### src/rtl/tlbMaintPkg.sv
package tlbMaintPkg;
  localparam int IdxW   = 6;
  localparam int DataW  = 32;
  localparam int PageLo = 12;
  localparam int PageW  = DataW - PageLo;
  localparam int AsidW  = 8;

  typedef enum logic [1:0] {
    OP_ALL       = 2'd0,
    OP_PAGE_ASID = 2'd1,
    OP_ASID      = 2'd2,
    OP_PAGE_ANY  = 2'd3
  } tlbOpE;

  typedef struct packed {
    logic  hitI;
    logic  hitD;
    logic  usePage;
    logic  useAsid;
    tlbOpE op;
  } decStrobeS;
endpackage

### src/rtl/tlbMaintCtrl.sv
module tlbMaintCtrl
  import tlbMaintPkg::*;
(
  input  logic            regWrEn,
  input  logic [IdxW-1:0] regIdx,
  output decStrobeS       strobe
);
  logic [1:0] grp;
  logic [1:0] low;
  logic       inRange;

  assign grp     = regIdx[3:2];
  assign low     = regIdx[1:0];
  assign inRange = (regIdx[IdxW-1:4] == '0);

  always_comb begin
    strobe = '{hitI: 1'b0, hitD: 1'b0, usePage: 1'b0, useAsid: 1'b0, op: OP_ALL};
    strobe.op = tlbOpE'(low);
    if (regWrEn && inRange) begin
      unique case (grp)
        2'd0, 2'd1: begin
          strobe.hitI = 1'b1;
          strobe.hitD = 1'b1;
        end
        2'd2: strobe.hitI = (low != 2'd3);
        2'd3: strobe.hitD = (low != 2'd3);
        default: ;
      endcase
    end
    strobe.usePage = (low == 2'd1) || (low == 2'd3);
    strobe.useAsid = (low == 2'd1) || (low == 2'd2);
  end
endmodule

### src/rtl/tlbMaintPath.sv
module tlbMaintPath
  import tlbMaintPkg::*;
(
  input  logic             clk,
  input  logic             rstN,
  input  decStrobeS        strobe,
  input  logic [DataW-1:0] regWrData,
  output logic             iCmdValid,
  output logic             dCmdValid,
  output logic [1:0]       cmdOp,
  output logic [PageW-1:0] cmdPage,
  output logic [AsidW-1:0] cmdAsid
);
  logic [PageW-1:0] pageNext;
  logic [AsidW-1:0] asidNext;

  assign pageNext = strobe.usePage ? regWrData[DataW-1:PageLo] : '0;
  assign asidNext = strobe.useAsid ? regWrData[AsidW-1:0] : '0;

  always_ff @(posedge clk) begin
    if (!rstN) begin
      iCmdValid <= 1'b0;
      dCmdValid <= 1'b0;
      cmdOp     <= '0;
      cmdPage   <= '0;
      cmdAsid   <= '0;
    end else begin
      iCmdValid <= strobe.hitI;
      dCmdValid <= strobe.hitD;
      if (strobe.hitI || strobe.hitD) begin
        cmdOp   <= strobe.op;
        cmdPage <= pageNext;
        cmdAsid <= asidNext;
      end
    end
  end
endmodule

### src/rtl/tlbMaintDecoder.sv
module tlbMaintDecoder
  import tlbMaintPkg::*;
(
  input  logic         clk,
  input  logic         rstN,
  input  logic         regWrEn,
  input  logic [5:0]   regIdx,
  input  logic [31:0]  regWrData,
  output logic         iCmdValid,
  output logic [1:0]   iCmdOp,
  output logic [19:0]  iCmdPage,
  output logic [7:0]   iCmdAsid,
  output logic         dCmdValid,
  output logic [1:0]   dCmdOp,
  output logic [19:0]  dCmdPage,
  output logic [7:0]   dCmdAsid
);
  decStrobeS        strobe;
  logic [1:0]       cmdOp;
  logic [PageW-1:0] cmdPage;
  logic [AsidW-1:0] cmdAsid;

  tlbMaintCtrl i_ctrl (
    .regWrEn(regWrEn), .regIdx(regIdx), .strobe(strobe)
  );

  tlbMaintPath i_path (
    .clk(clk), .rstN(rstN), .strobe(strobe), .regWrData(regWrData),
    .iCmdValid(iCmdValid), .dCmdValid(dCmdValid),
    .cmdOp(cmdOp), .cmdPage(cmdPage), .cmdAsid(cmdAsid)
  );

  assign iCmdOp   = cmdOp;
  assign iCmdPage = cmdPage;
  assign iCmdAsid = cmdAsid;
  assign dCmdOp   = cmdOp;
  assign dCmdPage = cmdPage;
  assign dCmdAsid = cmdAsid;
endmodule

### config.mk
export PLATFORM = sky130hd
export DESIGN_NAME = tlbMaintDecoder
export DESIGN_NICKNAME = d
export VERILOG_FILES = /design/src/rtl/tlbMaintPkg.sv /design/src/rtl/tlbMaintCtrl.sv /design/src/rtl/tlbMaintPath.sv /design/src/rtl/tlbMaintDecoder.sv
export SDC_FILE = /design/constraint.sdc
export NUM_CORES = 1
export LEC_CHECK = 0
export BUFFER_PORTS_ARGS = -buffer_cell sky130_fd_sc_hd__buf_2
export CAP_MARGIN = 5
export CELL_PAD_IN_SITES_DETAIL_PLACEMENT = 1
export CELL_PAD_IN_SITES_GLOBAL_PLACEMENT = 1
export CORE_AREA = 2 2 81 83
export DETAILED_ROUTE_END_ITERATION = 7
export DIE_AREA = 0 0 83 85
export GPL_TIMING_DRIVEN = 0
export MAX_ROUTING_LAYER = met4
export PLACE_DENSITY_LB_ADDON = 0.1
export SLEW_MARGIN = 20
export SYNTH_ARGS = -nofsm -noshare
export SYNTH_HDL_FRONTEND = slang
export SYNTH_SLANG_ARGS = --single-unit
### constraint.sdc
create_clock -name clk -period 0.97 [get_ports clk]
set_input_delay 0.097 -clock clk [delete_from_list [all_inputs] [get_ports clk]]
set_output_delay 0.097 -clock clk [all_outputs]
set_load 0.02 [all_outputs]
==> metrics, run 1 <==
clock power share 36.5%; CTS buffer count 5; DR WL/cell 13.2 µm; Netlist cell types 21; Final Setup Violations 0; Hold Buf Count CTS 0; max frequency 1060 MHz; GRT Total Usage 13.7%; Worst-Skew Late Latency 0.28 ns; final wirelength 4.46 mm; initial DRC count 12; post-synth net total 218; Post-Route Utilization 37.7%; top_reg_cell synth dfxtp_1; Max IR drop VDD 0.455 mV; CTS Sinks 32; CTS clk-pin slew, worst paths 0.06 ns; Die H 85 µm; Worst setup SP type flip-flop; CTS tree yes; Leak 1.08 nW; number of flops mapped to enable cells by yosys 0; Sw Pwr 0.723 mW; CP delay by family, top flip-flops; Internal Power 2.13 mW; diode count 0; total global routing overflow 0; cell taking the most area after synthesis dfxtp_1; DR pass1 iterations 4; combinational share of power 15.5%; Ys Warns 0; layout cells sized above 1 60.4%; largest net degree at the start of global routing 11; Setup CP Type flip-flop to output pin; Final period util 97.3%; PwrDens 1220 mW/mm²; I/O pins 103; root buf cell clkbuf_8; PortBufs 98; sequential power share 47.9%; # rows 29; RSZ-0062 raised after global routing no; top cells by count, synth nand2_1 (33), dfxtp_1 (32), buf_4 (30); sequential area share after synthesis 41.4%; initial antenna violation count 0; Die Wd 83 µm; CP Cell Sequence buf_4, buf_6; Max FO, Critical Path 3; final hold vios 0; Mapped Avg Cell Area 8.84 µm²; # nets final 302; H-tree levels 2; CTS max path bufs 2; post-route ant nets 0; worst hold path class primary input to flip-flop; CP Buf/Inv Count 2; first-pass GRT wire length 7.58 mm; sw frac 25.3%; Worst Skew 0 ns; total of max-cap violations 0; Crit path largest cell delay 0.33 ns; Layout area overhead 51.1%; number of global-route vias before repair 1576; most numerous cell in the Yosys netlist nand2_1; placed cell count 350; Yosys top cell area share 41.4%; Core ar. 0.00620 mm²; Layout fillers 746; hpwl dp 3.47 mm; Slew Limit Fails 0; # DRC 0; Syn Inst Count 175; Placer Congestion 0.709; #FFs+latches synth 32; CP max-delay cell dfxtp_2; crit path DAT 0.85 ns; area of the mapped netlist 0.00155 mm²; Relative slew margins 67.5%; fin crit period 0.944 ns; Vias/cell 4.36; DR vias 1468; Worst Tran Pin Value 0.487 ns; status finished clean; Die ar. 0.00706 mm²; Area contributors post-synth dfxtp_1 (41%), buf_4 (15%), mux2i_1 (9.7%); CP endpoint kind output pin; Post-synth ARST share 0%; Final Non-Filler Cells 337; starting density of the core 24.9%; CP Data Required Time 0.87 ns
[path summary, 6_finish.rpt]
path / end / cells past startpoint / slack [ns] / start
max: iCmdAsid[6] / 2 / 0.03 / i_path.cmdAsid[6]
min: i_path.dCmdValid / 2 / 0.04 / regIdx[3]
max reg2reg: i_path.cmdOp[1] / 3 / 0.27 / i_path.cmdOp[1]
min reg2reg: i_path.cmdPage[17] / 2 / 0.46 / i_path.cmdPage[17]
[metrics by stage]
step	total power, mW	area [µm²]	hold WS, ns	setup WS [ns]	TNS (ns)
floorplan	1.63	1550	0.185	-0.00462	-0.0462
global route	3.00	2340	0.0415	0.000301	0
detailed placement	1.81	2140	0.326	-0.396	-10.64
CTS	2.93	2500	0.0257	0.00236	0
finish	2.86	2340	0.0366	0.0264	0
global placement	1.81	2140	0.324	-0.405	-10.31
[per-layer routing]
layer / wire length [µm] / global-route usage, %
met3: 254 / 3.79
met2: 2090 / 21.6
met5: 0 / -
met4: 45 / 4.02
met1: 2070 / 17.1
[flip-flops by register name, indices dropped and copies added, names as in the netlist]
| signal | flops |
|---|---|
| i_path.cmdPage | 20 |
| i_path.dCmdValid | 1 |
| i_path.cmdOp | 2 |
| i_path.cmdAsid | 8 |
| i_path.iCmdValid | 1 |
[power by group through the flow]
stage	clock network (mW)	registers (mW)	logic [mW]
detailed placement	0	1.39	0.422
finish	1.04	1.37	0.444
CTS	1.09	1.37	0.475
global route	1.14	1.38	0.487
global placement	0	1.39	0.420
floorplan	0	1.42	0.211
[logic make-up after synthesis]
| kind of cell | count (synthesis) | synth area share, % |
|---|---|---|
| and+or+nand+nor | 66 | 22.5 |
| AOI/OAI and AO/OA | 18 | 5.99 |
| adders and majority gates | 2 | 1.62 |
| buffers and inverters | 42 | 18.8 |
| DFF | 32 | 41.4 |
| muxes | 15 | 9.71 |
[layout by cell type, fill, tap and decap left out]
master     n
ha_1       1
clkbuf_1   4
and2_4     1
buf_12     1
buf_8      1
mux2i_1   15
nand4_1   15
ha_4       1
dfxtp_2   30
clkbuf_8   6
o21ai_1    4
dfxtp_1    2
o21a_4     1
buf_2     71
a21oi_1    1
nand2_1   32
o21ai_0   12
buf_4     10
inv_1      1
nor3b_4    1
buf_6     30
and3_1     1
clkbuf_4   2
nand2b_1   1
nand3b_1   8
clkbuf_2   1
nand2_2    1
nand3_1    6
[what timing repair did]
| item | in CTS | in global routing |
|---|---|---|
| setup buffers | 5 | 0 |
| setup endpoints to repair | 57 | 49 |
| gates resized for setup | 96 | 9 |
| pin swaps | 2 | 1 |
[area by class of cell]
class	instances	area (µm²)	area share, %
plain buffers	15	113	4.82
multi-input cells	101	638	27.3
flip-flops and latches	32	678	29.0
well taps	77	96.3	4.12
inverters	1	3.75	0.161
repair buffers	103	718	30.7
clock buffers	8	90.1	3.85
Note: power is estimated with default switching activity, not from simulation.
==> run 2: changes to the inputs <==
--- a/config.mk
+++ b/config.mk
@@ -15,6 +15,7 @@
 export GPL_TIMING_DRIVEN = 0
 export MAX_ROUTING_LAYER = met4
 export PLACE_DENSITY_LB_ADDON = 0.1
+export SETUP_SLACK_MARGIN = 0.3
 export SLEW_MARGIN = 20
 export SYNTH_ARGS = -nofsm -noshare
 export SYNTH_HDL_FRONTEND = slang
==> run 2 against run 1 <==
Global-route usage up 2.0 points. Register-to-register slack is essentially flat. Critical path depth unchanged. Sequential share of layout area fell by 7.2 points. Flip-flop and latch count unchanged. Count of clock-buffer cells in the layout fell by 2. Non-clock buffer count rose by 42. Design area increased by 36%. Via count increased by 12%. Sequential power is essentially flat. Core utilization increased by 13 points. Routed wire length up 19%. Critical path type unchanged. Highest routed layer unchanged.
==> metrics, run 2 (same netlist as run 1, synthesis figures left out) <==
# rows 29 (unchanged); uppermost routed layer met4 (unchanged); crit path DAT 0.87 ns (was 0.85 ns); max FFs per register 20 (unchanged); CTS buffer count 5 (unchanged); DR WL met3 288 µm (was 254 µm); CTS tree yes (unchanged); Die Wd 83 µm (unchanged); Slew Limit Fails 0 (unchanged); Total Power 3.00 mW (was 2.86 mW); CP Cell Sequence buf_6, buf_6 (was buf_4, buf_6); status finished clean (unchanged); Setup CP Type flip-flop to output pin (unchanged); met1 wire length 2.17 mm (was 2.07 mm); post-route ant nets 0 (unchanged); root buf cell clkbuf_8 (unchanged); Final Setup Violations 0 (unchanged); DR pass1 iterations 3 (was 4); Leak 1.44 nW (was 1.08 nW); # nets final 344 (was 302); DR WL/cell 14.1 µm (was 13.2 µm); worst reg2reg path depth 3 (unchanged); Worst-Skew Late Latency 0.28 ns (about the same); placed cell area 0.00217 mm² (was 0.00214 mm²); Layout area overhead 105% (was 51.1%); CTS clk-pin slew, worst paths 0.07 ns (was 0.06 ns); Worst Tran Pin Value 0.456 ns (was 0.487 ns); GRT Total Usage 15.7% (was 13.7%); Vias/cell 4.36 (about the same); Core ar. 0.00620 mm² (unchanged); most frequent cells in the layout buf_6 (96), buf_2 (33), nand2_1 (31), dfxtp_2 (28), buf_4 (17) (was buf_2 (71), nand2_1 (32), dfxtp_2 (30), buf_6 (30)); initial antenna violation count 0 (unchanged); PwrDens 945 mW/mm² (was 1220 mW/mm²); Worst Skew 0 ns (unchanged); Layout fillers 709 (was 746); number of global-route vias before repair 1708 (was 1576); CP Data Required Time 0.87 ns (about the same); diode count 0 (unchanged); Worst setup SP type flip-flop (unchanged); largest net degree at the start of global routing 11 (unchanged); WL met2 2.82 mm (was 2.09 mm); Reg with most FFs i_path.cmdPage (unchanged); max frequency 1040 MHz (was 1060 MHz); initial DRC count 19 (was 12); Placer Congestion 0.701 (was 0.709); Max FO, Critical Path 3 (unchanged); Die H 85 µm (unchanged); CTS Sinks 32 (unchanged); CP max-delay cell dfxtp_4 (was dfxtp_2); final wirelength 5.32 mm (was 4.46 mm); CP most frequent cell buf_6; Crit. path cell count 2 (unchanged); Top Registers i_path.cmdPage (20), i_path.cmdAsid (8), i_path.cmdOp (2) (unchanged); CP Buf/Inv Count 2 (unchanged); worst hold path class primary input to flip-flop (unchanged); fin crit period 0.964 ns (was 0.944 ns); total of max-cap violations 0 (unchanged); RSZ-0062 raised after global routing yes (was no); CP endpoint kind output pin (unchanged); Max IR drop VDD 0.437 mV (was 0.455 mV); # DRC 0 (unchanged); starting density of the core 24.9% (unchanged); final hold vios 0 (unchanged); Relative slew margins 69.6% (was 67.5%); CP delay by family, top flip-flops (unchanged); Crit path largest cell delay 0.36 ns (was 0.33 ns); commonest non-fill, non-tap cell in the layout buf_6 (was buf_2); layout cells sized above 1 72.4% (was 60.4%); first-pass GRT wire length 8.56 mm (was 7.58 mm); hold path cells 2 (unchanged); hpwl dp 3.48 mm (was 3.47 mm); DR vias 1648 (was 1468); Finished Cell Area 0.00317 mm² (was 0.00234 mm²); Die ar. 0.00706 mm² (unchanged); Hold Buf Count CTS 0 (unchanged); total global routing overflow 0 (unchanged); H-tree levels 2 (unchanged); I/O pins 103 (unchanged); Final period util 99.3% (was 97.3%); CTS max path bufs 2 (unchanged); PortBufs 98 (unchanged)
[run 2: cell type report]
cell class / count / area (µm²) / share of cell area (%)
repair buffers: 119 / 1150 / 36.1
plain buffers: 41 / 453 / 14.3
flip-flops and latches: 32 / 691 / 21.8
multi-input cells: 101 / 706 / 22.2
well taps: 77 / 96.3 / 3.04
clock buffers: 6 / 72.6 / 2.29
inverters: 1 / 3.75 / 0.118
clock inverters: 1 / 5.00 / 0.158
[run 2: metrics by stage]
stage,cells,util (%),worst slack [ns],setup TNS [ns],hold slack (ns)
finish,378,51.1,0.00646,0,0.0284
global route,378,51.1,-0.0250,-0.296,0.0293
CTS,375,49.3,0.00818,0,0.0347
detailed placement,350,35.0,-0.396,-10.10,0.317
global placement,350,35.0,-0.375,-9.80,0.318
floorplan,175,-,-0.00462,-0.0495,0.185
[run 2: final timing paths]
path                            slack, ns            endpoint                from
worst max-delay path                0.006        iCmdPage[15]  i_path.cmdPage[15]
worst min-delay path                 0.03    i_path.dCmdValid           regIdx[3]
worst max register to register       0.26  i_path.cmdPage[14]  i_path.cmdPage[14]
worst min register to register       0.48   i_path.cmdAsid[2]   i_path.cmdAsid[2]
[run 2: timing repair]
action | CTS | global route
pin swaps | 15 | 7
cloned | 5 | 0
setup endpoints to repair | 93 | 94
gates resized for setup | 203 | 31
buffers inserted | 13 | 3
[run 2: where the power goes]
group | internal (mW) | leakage (nW) | switching [mW]
sequential | 1.34 | 0.276 | 0.0301
combinational | 0.371 | 1.12 | 0.279
clock | 0.488 | 0.0410 | 0.494
[run 2: per-layer routing]
layer	GRT usage, %	vias to the layer above
li1	-	820
met1	18.0	769
met2	27.3	53
met3	4.18	6
met4	4.02	0
met5	-	-
